===== src/rtl/i2cirq_pkg.sv =====
package i2cirq_pkg;
  localparam int EVT_N = 5;
  localparam int BUF_N = 2;
  localparam int ERR_N = 4;
  // bit positions whose meaning the control logic depends on
  localparam int ADDR_BIT = 1;
  localparam int ARB_BIT  = 1;

  typedef struct packed {
    logic [EVT_N-1:0] evtSet;
    logic [BUF_N-1:0] bufSet;
    logic [ERR_N-1:0] errSet;
    logic             wakeSet;
  } flagStrobe_t;
endpackage


===== src/rtl/i2cirq_sticky.sv =====
module i2cirq_sticky #(
  parameter int WIDTH = 1
) (
  input  logic             clk,
  input  logic             rstN,
  input  logic [WIDTH-1:0] setIn,
  input  logic [WIDTH-1:0] clrIn,
  output logic [WIDTH-1:0] flagQ
);
  for (genvar i = 0; i < WIDTH; i++) begin : g_bit
    always_ff @(posedge clk) begin
      if (!rstN)          flagQ[i] <= 1'b0;
      else if (setIn[i])  flagQ[i] <= 1'b1;   // set has priority over clear
      else if (clrIn[i])  flagQ[i] <= 1'b0;
    end
  end


  sticky_hold_chk: assert property (@(posedge clk) disable iff (!rstN)
    rstN |=> (($past(flagQ) & ~$past(clrIn) & ~flagQ) == '0));
endmodule


===== src/rtl/i2cirq_ctrl.sv =====
module i2cirq_ctrl
  import i2cirq_pkg::*;
(
  input  logic             clk,
  input  logic             rstN,
  input  logic             haltMode,
  input  logic             stretchOff,
  input  logic [EVT_N-1:0] evtSetIn,
  input  logic [BUF_N-1:0] bufSetIn,
  input  logic [ERR_N-1:0] errSetIn,
  input  logic             ackSlot,
  input  logic             wakeClr,
  input  logic             wakeFlag,
  input  logic             masterGo,
  output flagStrobe_t      strobe,
  output logic             sclHold,
  output logic             masterMode,
  output logic             commReset
);
  logic haltQ;

  // While halted, only the address match is honoured, and it is routed to the wake flag.
  always_comb begin
    strobe.evtSet  = haltMode ? '0 : evtSetIn;
    strobe.bufSet  = haltMode ? '0 : bufSetIn;
    strobe.errSet  = haltMode ? '0 : errSetIn;
    strobe.wakeSet = haltMode & evtSetIn[ADDR_BIT];
  end

  always_ff @(posedge clk) begin
    if (!rstN) begin
      haltQ     <= 1'b0;
      commReset <= 1'b0;
    end else begin
      haltQ     <= haltMode;
      commReset <= haltMode & ~haltQ;
    end
  end

  always_ff @(posedge clk) begin
    if (!rstN)                                  sclHold <= 1'b0;
    else if (wakeClr && !strobe.wakeSet)        sclHold <= 1'b0;
    else if (ackSlot && wakeFlag && !stretchOff) sclHold <= 1'b1;
  end

  always_ff @(posedge clk) begin
    if (!rstN)                        masterMode <= 1'b0;
    else if (strobe.errSet[ARB_BIT])  masterMode <= 1'b0;
    else if (masterGo)                masterMode <= 1'b1;
  end


  hold_cause_chk: assert property (@(posedge clk) disable iff (!rstN)
    $rose(sclHold) |-> $past(wakeFlag && !stretchOff && ackSlot));

  reset_pulse_chk: assert property (@(posedge clk) disable iff (!rstN)
    commReset |=> !commReset);

  arb_drop_chk: assert property (@(posedge clk) disable iff (!rstN)
    ($past(errSetIn[ARB_BIT]) && !$past(haltMode) && $past(rstN)) |-> !masterMode);
endmodule


===== src/rtl/i2cirq_flags.sv =====
module i2cirq_flags
  import i2cirq_pkg::*;
(
  input  logic             clk,
  input  logic             rstN,
  input  flagStrobe_t      strobe,
  input  logic [EVT_N-1:0] evtClr,
  input  logic [BUF_N-1:0] bufClr,
  input  logic [ERR_N-1:0] errClr,
  input  logic             wakeClr,
  input  logic             evtEnable,
  input  logic             bufEnable,
  input  logic             errEnable,
  output logic [EVT_N-1:0] evtFlags,
  output logic [BUF_N-1:0] bufFlags,
  output logic [ERR_N-1:0] errFlags,
  output logic             wakeFlag,
  output logic             evtIrq,
  output logic             errIrq,
  output logic             globalIrq
);
  logic evtNext, errNext;

  i2cirq_sticky #(.WIDTH(EVT_N)) u_evt (.clk(clk), .rstN(rstN), .setIn(strobe.evtSet),
    .clrIn(evtClr), .flagQ(evtFlags));
  i2cirq_sticky #(.WIDTH(BUF_N)) u_buf (.clk(clk), .rstN(rstN), .setIn(strobe.bufSet),
    .clrIn(bufClr), .flagQ(bufFlags));
  i2cirq_sticky #(.WIDTH(ERR_N)) u_err (.clk(clk), .rstN(rstN), .setIn(strobe.errSet),
    .clrIn(errClr), .flagQ(errFlags));
  i2cirq_sticky #(.WIDTH(1)) u_wake (.clk(clk), .rstN(rstN), .setIn(strobe.wakeSet),
    .clrIn(wakeClr), .flagQ(wakeFlag));

  always_comb begin
    evtNext = evtEnable & ((|evtFlags) | wakeFlag | (bufEnable & (|bufFlags)));
    errNext = errEnable & (|errFlags);
  end

  always_ff @(posedge clk) begin
    if (!rstN) begin
      evtIrq    <= 1'b0;
      errIrq    <= 1'b0;
      globalIrq <= 1'b0;
    end else begin
      evtIrq    <= evtNext;
      errIrq    <= errNext;
      globalIrq <= evtNext | errNext;
    end
  end


  err_gate_chk: assert property (@(posedge clk) disable iff (!rstN)
    errIrq |-> $past(errEnable));

  buf_gate_chk: assert property (@(posedge clk) disable iff (!rstN)
    (evtIrq && $past(evtFlags) == '0 && !$past(wakeFlag)) |-> $past(evtEnable && bufEnable));

  global_or_chk: assert property (@(posedge clk) disable iff (!rstN)
    (evtIrq || errIrq) |-> globalIrq);
endmodule


===== src/rtl/i2c_irq_wake.sv =====
module i2c_irq_wake
  import i2cirq_pkg::*;
(
  input  logic             clk,
  input  logic             rstN,
  input  logic             evtEnable,
  input  logic             bufEnable,
  input  logic             errEnable,
  input  logic             stretchOff,
  input  logic             haltMode,
  input  logic [EVT_N-1:0] evtSet,
  input  logic [BUF_N-1:0] bufSet,
  input  logic [ERR_N-1:0] errSet,
  input  logic [EVT_N-1:0] evtClr,
  input  logic [BUF_N-1:0] bufClr,
  input  logic [ERR_N-1:0] errClr,
  input  logic             wakeClr,
  input  logic             ackSlot,
  input  logic             masterGo,
  output logic [EVT_N-1:0] evtFlags,
  output logic [BUF_N-1:0] bufFlags,
  output logic [ERR_N-1:0] errFlags,
  output logic             wakeFlag,
  output logic             evtIrq,
  output logic             errIrq,
  output logic             globalIrq,
  output logic             ackBlock,
  output logic             sclHold,
  output logic             masterMode,
  output logic             commReset
);
  flagStrobe_t strobe;

  i2cirq_ctrl u_ctrl (
    .clk(clk), .rstN(rstN), .haltMode(haltMode), .stretchOff(stretchOff),
    .evtSetIn(evtSet), .bufSetIn(bufSet), .errSetIn(errSet),
    .ackSlot(ackSlot), .wakeClr(wakeClr), .wakeFlag(wakeFlag), .masterGo(masterGo),
    .strobe(strobe), .sclHold(sclHold), .masterMode(masterMode), .commReset(commReset)
  );

  i2cirq_flags u_flags (
    .clk(clk), .rstN(rstN), .strobe(strobe),
    .evtClr(evtClr), .bufClr(bufClr), .errClr(errClr), .wakeClr(wakeClr),
    .evtEnable(evtEnable), .bufEnable(bufEnable), .errEnable(errEnable),
    .evtFlags(evtFlags), .bufFlags(bufFlags), .errFlags(errFlags), .wakeFlag(wakeFlag),
    .evtIrq(evtIrq), .errIrq(errIrq), .globalIrq(globalIrq)
  );

  assign ackBlock = haltMode | wakeFlag;


  halt_quiet_chk: assert property (@(posedge clk) disable iff (!rstN)
    ($past(haltMode) && $past(rstN)) |->
      (((evtFlags & ~$past(evtFlags)) == '0) && ((errFlags & ~$past(errFlags)) == '0)
       && ((bufFlags & ~$past(bufFlags)) == '0)));

  ack_hold_chk: assert property (@(posedge clk) disable iff (!rstN)
    wakeFlag |-> ackBlock);
endmodule


===== config.mk =====
export PLATFORM = sky130hd
export DESIGN_NAME = i2c_irq_wake
export DESIGN_NICKNAME = d
export VERILOG_FILES = /design/src/rtl/i2cirq_pkg.sv /design/src/rtl/i2cirq_sticky.sv /design/src/rtl/i2cirq_ctrl.sv /design/src/rtl/i2cirq_flags.sv /design/src/rtl/i2c_irq_wake.sv
export SDC_FILE = /design/constraint.sdc
export NUM_CORES = 1
export LEC_CHECK = 0
export BUFFER_PORTS_ARGS = -buffer_cell sky130_fd_sc_hd__buf_2
export CAP_MARGIN = 10
export CELL_PAD_IN_SITES_DETAIL_PLACEMENT = 1
export CELL_PAD_IN_SITES_GLOBAL_PLACEMENT = 2
export CORE_MARGIN = 8
export CORE_UTILIZATION = 20
export DETAILED_ROUTE_END_ITERATION = 16
export PLACE_DENSITY_LB_ADDON = 0.08
export SYNTH_ARGS = -nofsm -noshare
export SYNTH_HDL_FRONTEND = slang
export SYNTH_SLANG_ARGS = --single-unit

===== constraint.sdc =====
create_clock -name clk -period 1.2 [get_ports clk]
set_input_delay 0.12 -clock clk [delete_from_list [all_inputs] [get_ports clk]]
set_output_delay 0.12 -clock clk [all_outputs]
set_load 0.005 [all_outputs]

# Yosys cells after proc, flatten, opt, wreduce, memory -nomap -nowiden
# Index checks and enable logic that the tools add are counted.
# totals
input_bits	32
ff_bits	19
out_inout_bits	19
word_cells	79
# classes
reduce_logical	22
n_bitwise	11
muxes	27
# ops
cell	count
$mux 1	24
$reduce_bool 2->1	12
$reduce_or 2->1	3
$and 1x1->1	5
$mux 5	1
$reduce_or 5->1	1
$mux 4	1
$or 1x1->1	4
$reduce_or 4->1	1
$logic_and 1x1->1	3
$logic_not 1->1	2
$mux 2	1
$not 1->1	2

# Longest topological paths before layout
# logic_depth
ltp_word	5
ltp_mapped	4
mapped_depth_nobuf	3

# Modules after synthesis
# A second synthesis with hierarchy kept.
# unflattened
cells_unflattened	73
hier_area_um2	820.8
# by_module_without_submodules
mod	instances	cells_each	seq_area_each_um2	area_per_inst_um2
i2cirq_ctrl	1	24	80.1	207.7
i2cirq_sticky at u_flags.u_evt	1	15	100.1	206.4
i2cirq_sticky at u_flags.u_err	1	12	80.1	165.2
i2cirq_flags	1	12	60.1	111.4
i2cirq_sticky at u_flags.u_buf	1	6	40.0	82.6
i2cirq_sticky at u_flags.u_wake	1	3	20.0	41.3
i2c_irq_wake	1	1	0.0	6.3

# Worst setup path after synthesis
# Ideal clock, no wire load.
# synth_path
path_type	register to register
start	reg u_flags.u_evt.flagQ[2]
end	reg u_flags.globalIrq
t_required_ps	1080
period_less_slack_ps	1011
path_slack_ps	189
arrival_time_ps	891
path_buffers	0
setup_time_ps	120
path_stages_with_launch	4
path_cell_list	dfxtp_1 > nor4_2 > a31oi_1 > or2_1
# synth_between
elab_chain_cells	5
# synth_rtl
element	line	text
start, declared	i2cirq_sticky.sv:8	output logic [WIDTH-1:0] flagQ
start signal, assigned by index	i2cirq_sticky.sv:12	if (!rstN) flagQ[i] <= 1'b0;
start signal, assigned by index	i2cirq_sticky.sv:13	else if (setIn[i]) flagQ[i] <= 1'b1;
start signal, assigned by index	i2cirq_sticky.sv:14	else if (clrIn[i]) flagQ[i] <= 1'b0;
$reduce_or 5->1	i2cirq_flags.sv:34	evtNext = evtEnable & ((|evtFlags) | wakeFlag | (bufEnable & (|bufFlags)));
$or 1x1->1 (2 in series)	i2cirq_flags.sv:34	
$and 1x1->1	i2cirq_flags.sv:34	
$or 1x1->1	i2cirq_flags.sv:46	globalIrq <= evtNext | errNext;
end signal, assigned	i2cirq_flags.sv:46	
end, declared	i2cirq_flags.sv:20	output logic globalIrq
# Every way passes these cells.
# A chain may end at the register's enable or synchronous reset.

# Worst setup path after layout
# layout_path
start	reg u_flags.u_wake.flagQ
end	reg u_flags.globalIrq
# layout_between
elab_chain_cells	4
# layout_rtl
element	line
start, declared	i2cirq_sticky.sv:8
start signal, assigned by index	i2cirq_sticky.sv:12
start signal, assigned by index	i2cirq_sticky.sv:13
start signal, assigned by index	i2cirq_sticky.sv:14
$or 1x1->1 (2 in series)	i2cirq_flags.sv:34
$and 1x1->1	i2cirq_flags.sv:34
$or 1x1->1	i2cirq_flags.sv:46
# Every way passes these cells.

==> flow_summary.toml <==
[final_layout]
drive_above_1_share_pct = 44.6
final_area_sq_um = 1080
syn2layout_area_growth_pct = 53.2
final_common_cell = "buf_2"
final_cells = 176
final_cell_mix = "49 x buf_2, 18 x dfxtp_1, 11 x inv_1, 11 x nor2b_1, 10 x a22oi_1"
diodes = 0
fin_util_pct = 32.1
fin_nets = 163
fillers = 449

[floorplanning]
rows = 21
initial_core_util_pct = 21.0
coreArea_sq_um = 3360
io_pins = 51
die_area_sq_um = 5690
die_y_um = 75.4
die_x_um = 75.4

[global_routing]
grt_start_max_net_pins = 18
grt_overflow_total = 0
antenna_found_initial = 0
first_global_vias = 776
gr-usage-all-layers_pct = 7.97
grt_pass1_wl_mm = 3.48

[critical_path]
rr_startpoint = "u_flags.u_wake.flagQ$_SDFFE_PN0P_"
critPathArrivalTime_ps = 1320
rr_endpoint = "u_flags.globalIrq$_SDFF_PN0_"
rr_worst_depth = 4
crit_fanout = 4
worstPathRequired_ps = 1390
critPathKind = "register to register"
critPathLaunchType = "register"
endpoint_kind = "register"
reg2reg_slack_ps = 70

[place]
place_congestion = 0.634
port_buffers = 50
place_inst = 170
place_hpwl_mm = 1.85
placed_area_sq_um = 1000

[sta]
tightest_slew_ps = 436
post-route-min-period_ps = 1130
finClkSkew_ps = 3.91
relSlewSlack_pct = 70.9
final_hold_viol_count = 0
fmax_ghz = 0.887
post-route-period-util_pct = 94.0
setup_viol = 0
rsz0062_at_grt = "no"
slew_violations = 0
finalSetupTns_ps = 0

[clocking]
cts.clk_slew.worst_paths_ps = 110
cts_tree = "built"
cts-root-buf = "clkbuf_4"
htreeDepth = 1
clockBufferDepth = 2
clock-sinks = 19
cts_buffers = 3
clk-insertion-delay-late_ps = 290

[yosys]
synth_area_leaders = "dfxtp_1 54%, a22oi_1 11%, nor2b_1 9.8%"
synth_seq_cells = 19
ys_types = 20
synth_top_area_share_pct = 53.9
synth_nets = 108
syn_area_sq_um = 706
yosysTopAreaCell = "dfxtp_1"
yosysSeqAreaShare_pct = 53.9
yosys_warnings = 0
syn_area_per_cell_sq_um = 9.29
syn_inst = 76

[outcome]
status = "completed"

[power_and_ir_drop]
ir_worst_vdd_mv = 0.257
p_leak_nw = 0.573
p_total_w = 0.00120
p_per_area_nw_per_um2 = 1110

[drt]
drt_iter0_markers = 3
avgViaCountPerCell = 3.98
routed_wl_mm = 2.27
dr.pass1.iters = 2
ant_nets = 0
route.detailed.drc = 0
post_drt_wl_per_cell_um = 12.9
routed-via-count = 700

[job]
max_cap_viol_count = 0

[min_path]
min_from = "evtEnable"
worstHoldPathType = "input pin to register"
holdPathEnd = "u_flags.evtIrq$_SDFF_PN0_"
holdPathStages = 3
-- final cells by class --
cell class | count | area [sq um] | area share, %
multi-input cells | 44 | 287 | 26.5
clock buffers | 3 | 22.5 | 2.08
repair buffers | 52 | 287 | 26.5
inverters | 11 | 41.3 | 3.82
flip-flops and latches | 19 | 382 | 35.3
well taps | 46 | 57.6 | 5.32
clock inverters | 1 | 5.00 | 0.463
-- worst max-delay path by stage --
stage	startpoint	endpoint	slack (ps)
after floorplan	u_flags.u_evt.flagQ[2]$_SDFFE_PN0P_	u_flags.globalIrq$_SDFF_PN0_	190
after global placement	u_flags.u_evt.flagQ[2]$_SDFFE_PN0P_	u_flags.globalIrq$_SDFF_PN0_	130
after detailed placement	u_flags.u_wake.flagQ$_SDFFE_PN0P_	u_flags.globalIrq$_SDFF_PN0_	120
after CTS	u_flags.u_wake.flagQ$_SDFFE_PN0P_	ackBlock	8
after global routing	u_flags.u_wake.flagQ$_SDFFE_PN0P_	u_flags.globalIrq$_SDFF_PN0_	20
final	u_flags.u_wake.flagQ$_SDFFE_PN0P_	u_flags.globalIrq$_SDFF_PN0_	70
-- cells by family (layout without fill, tap and decap cells) --
logic type	count (synthesis)	in the layout	share of synthesized area [%]
flops	19	19	53.9
compound gates	17	17	17.2
buf+inv	13	67	7.09
simple gates	27	27	21.8
-- flip-flops by register name, summed over array words and instances, names as in the netlist --
| register | flops |
|---|---|
| u_flags.errIrq | 1 |
| u_ctrl.haltQ | 1 |
| u_flags.u_evt.flagQ | 5 |
| u_flags.u_buf.flagQ | 2 |
| u_ctrl.masterMode | 1 |
| u_flags.u_err.flagQ | 4 |
| u_flags.globalIrq | 1 |
| u_flags.u_wake.flagQ | 1 |
| u_ctrl.commReset | 1 |
| u_flags.evtIrq | 1 |
| u_ctrl.sclHold | 1 |
-- metal layers --
layer	vias to the layer above	global-route usage, %	share of wire, %
met5	-	0	0
met3	2	3.82	11
met1	309	8.97	44
met4	0	2.56	0.53
met2	30	12.9	44
li1	359	-	-
-- stage by stage --
stage / hold slack [ps] / setup WS [ps]
finish: 60.4 / 72.2
global route: 42.9 / 20.6
CTS: 46.3 / 7.76
detailed placement: 323 / 123
global placement: 320 / 134
floorplan: 214 / 189
-- Yosys cell counts --
master / instances
inv_1: 11
or2_2: 1
o211a_1: 1
a21boi_0: 2
nor4_1: 1
a21oi_1: 1
o21ai_0: 2
dfxtp_1: 19
nor4_2: 1
a22oi_1: 10
or2b_1: 1
or2_1: 1
nor2b_1: 11
a31oi_1: 1
buf_2: 1
nand2b_1: 1
and2_1: 1
nor2_1: 3
clkbuf_1: 1
nand2_1: 6
-- worst max-delay path: stages, from the launching register on --
cell	delay [ps]
dfxtp_2	350
buf_12	120
nor4_4	230
a31oi_1	120
or2_1	210
-- power by group --
part | leakage (nW) | total [W] | switching, W | internal (W)
clock | 0.0177 | 0.000319 | 0.000196 | 0.000124
combinational | 0.398 | 0.000194 | 0.0000796 | 0.000114
sequential | 0.157 | 0.000692 | 0.0000242 | 0.000667
-- repair_timing --
item                                    in CTS  in global routing
pin swaps                                    0                  2
endpoints found under the setup margin       1                  2
hold endpoints to repair                     1                  0
gates resized for setup                      1                  3
hold buffers                                 1                  0
buffers inserted                             1                  0
No activity file was read; power rests on OpenSTA's default activity.
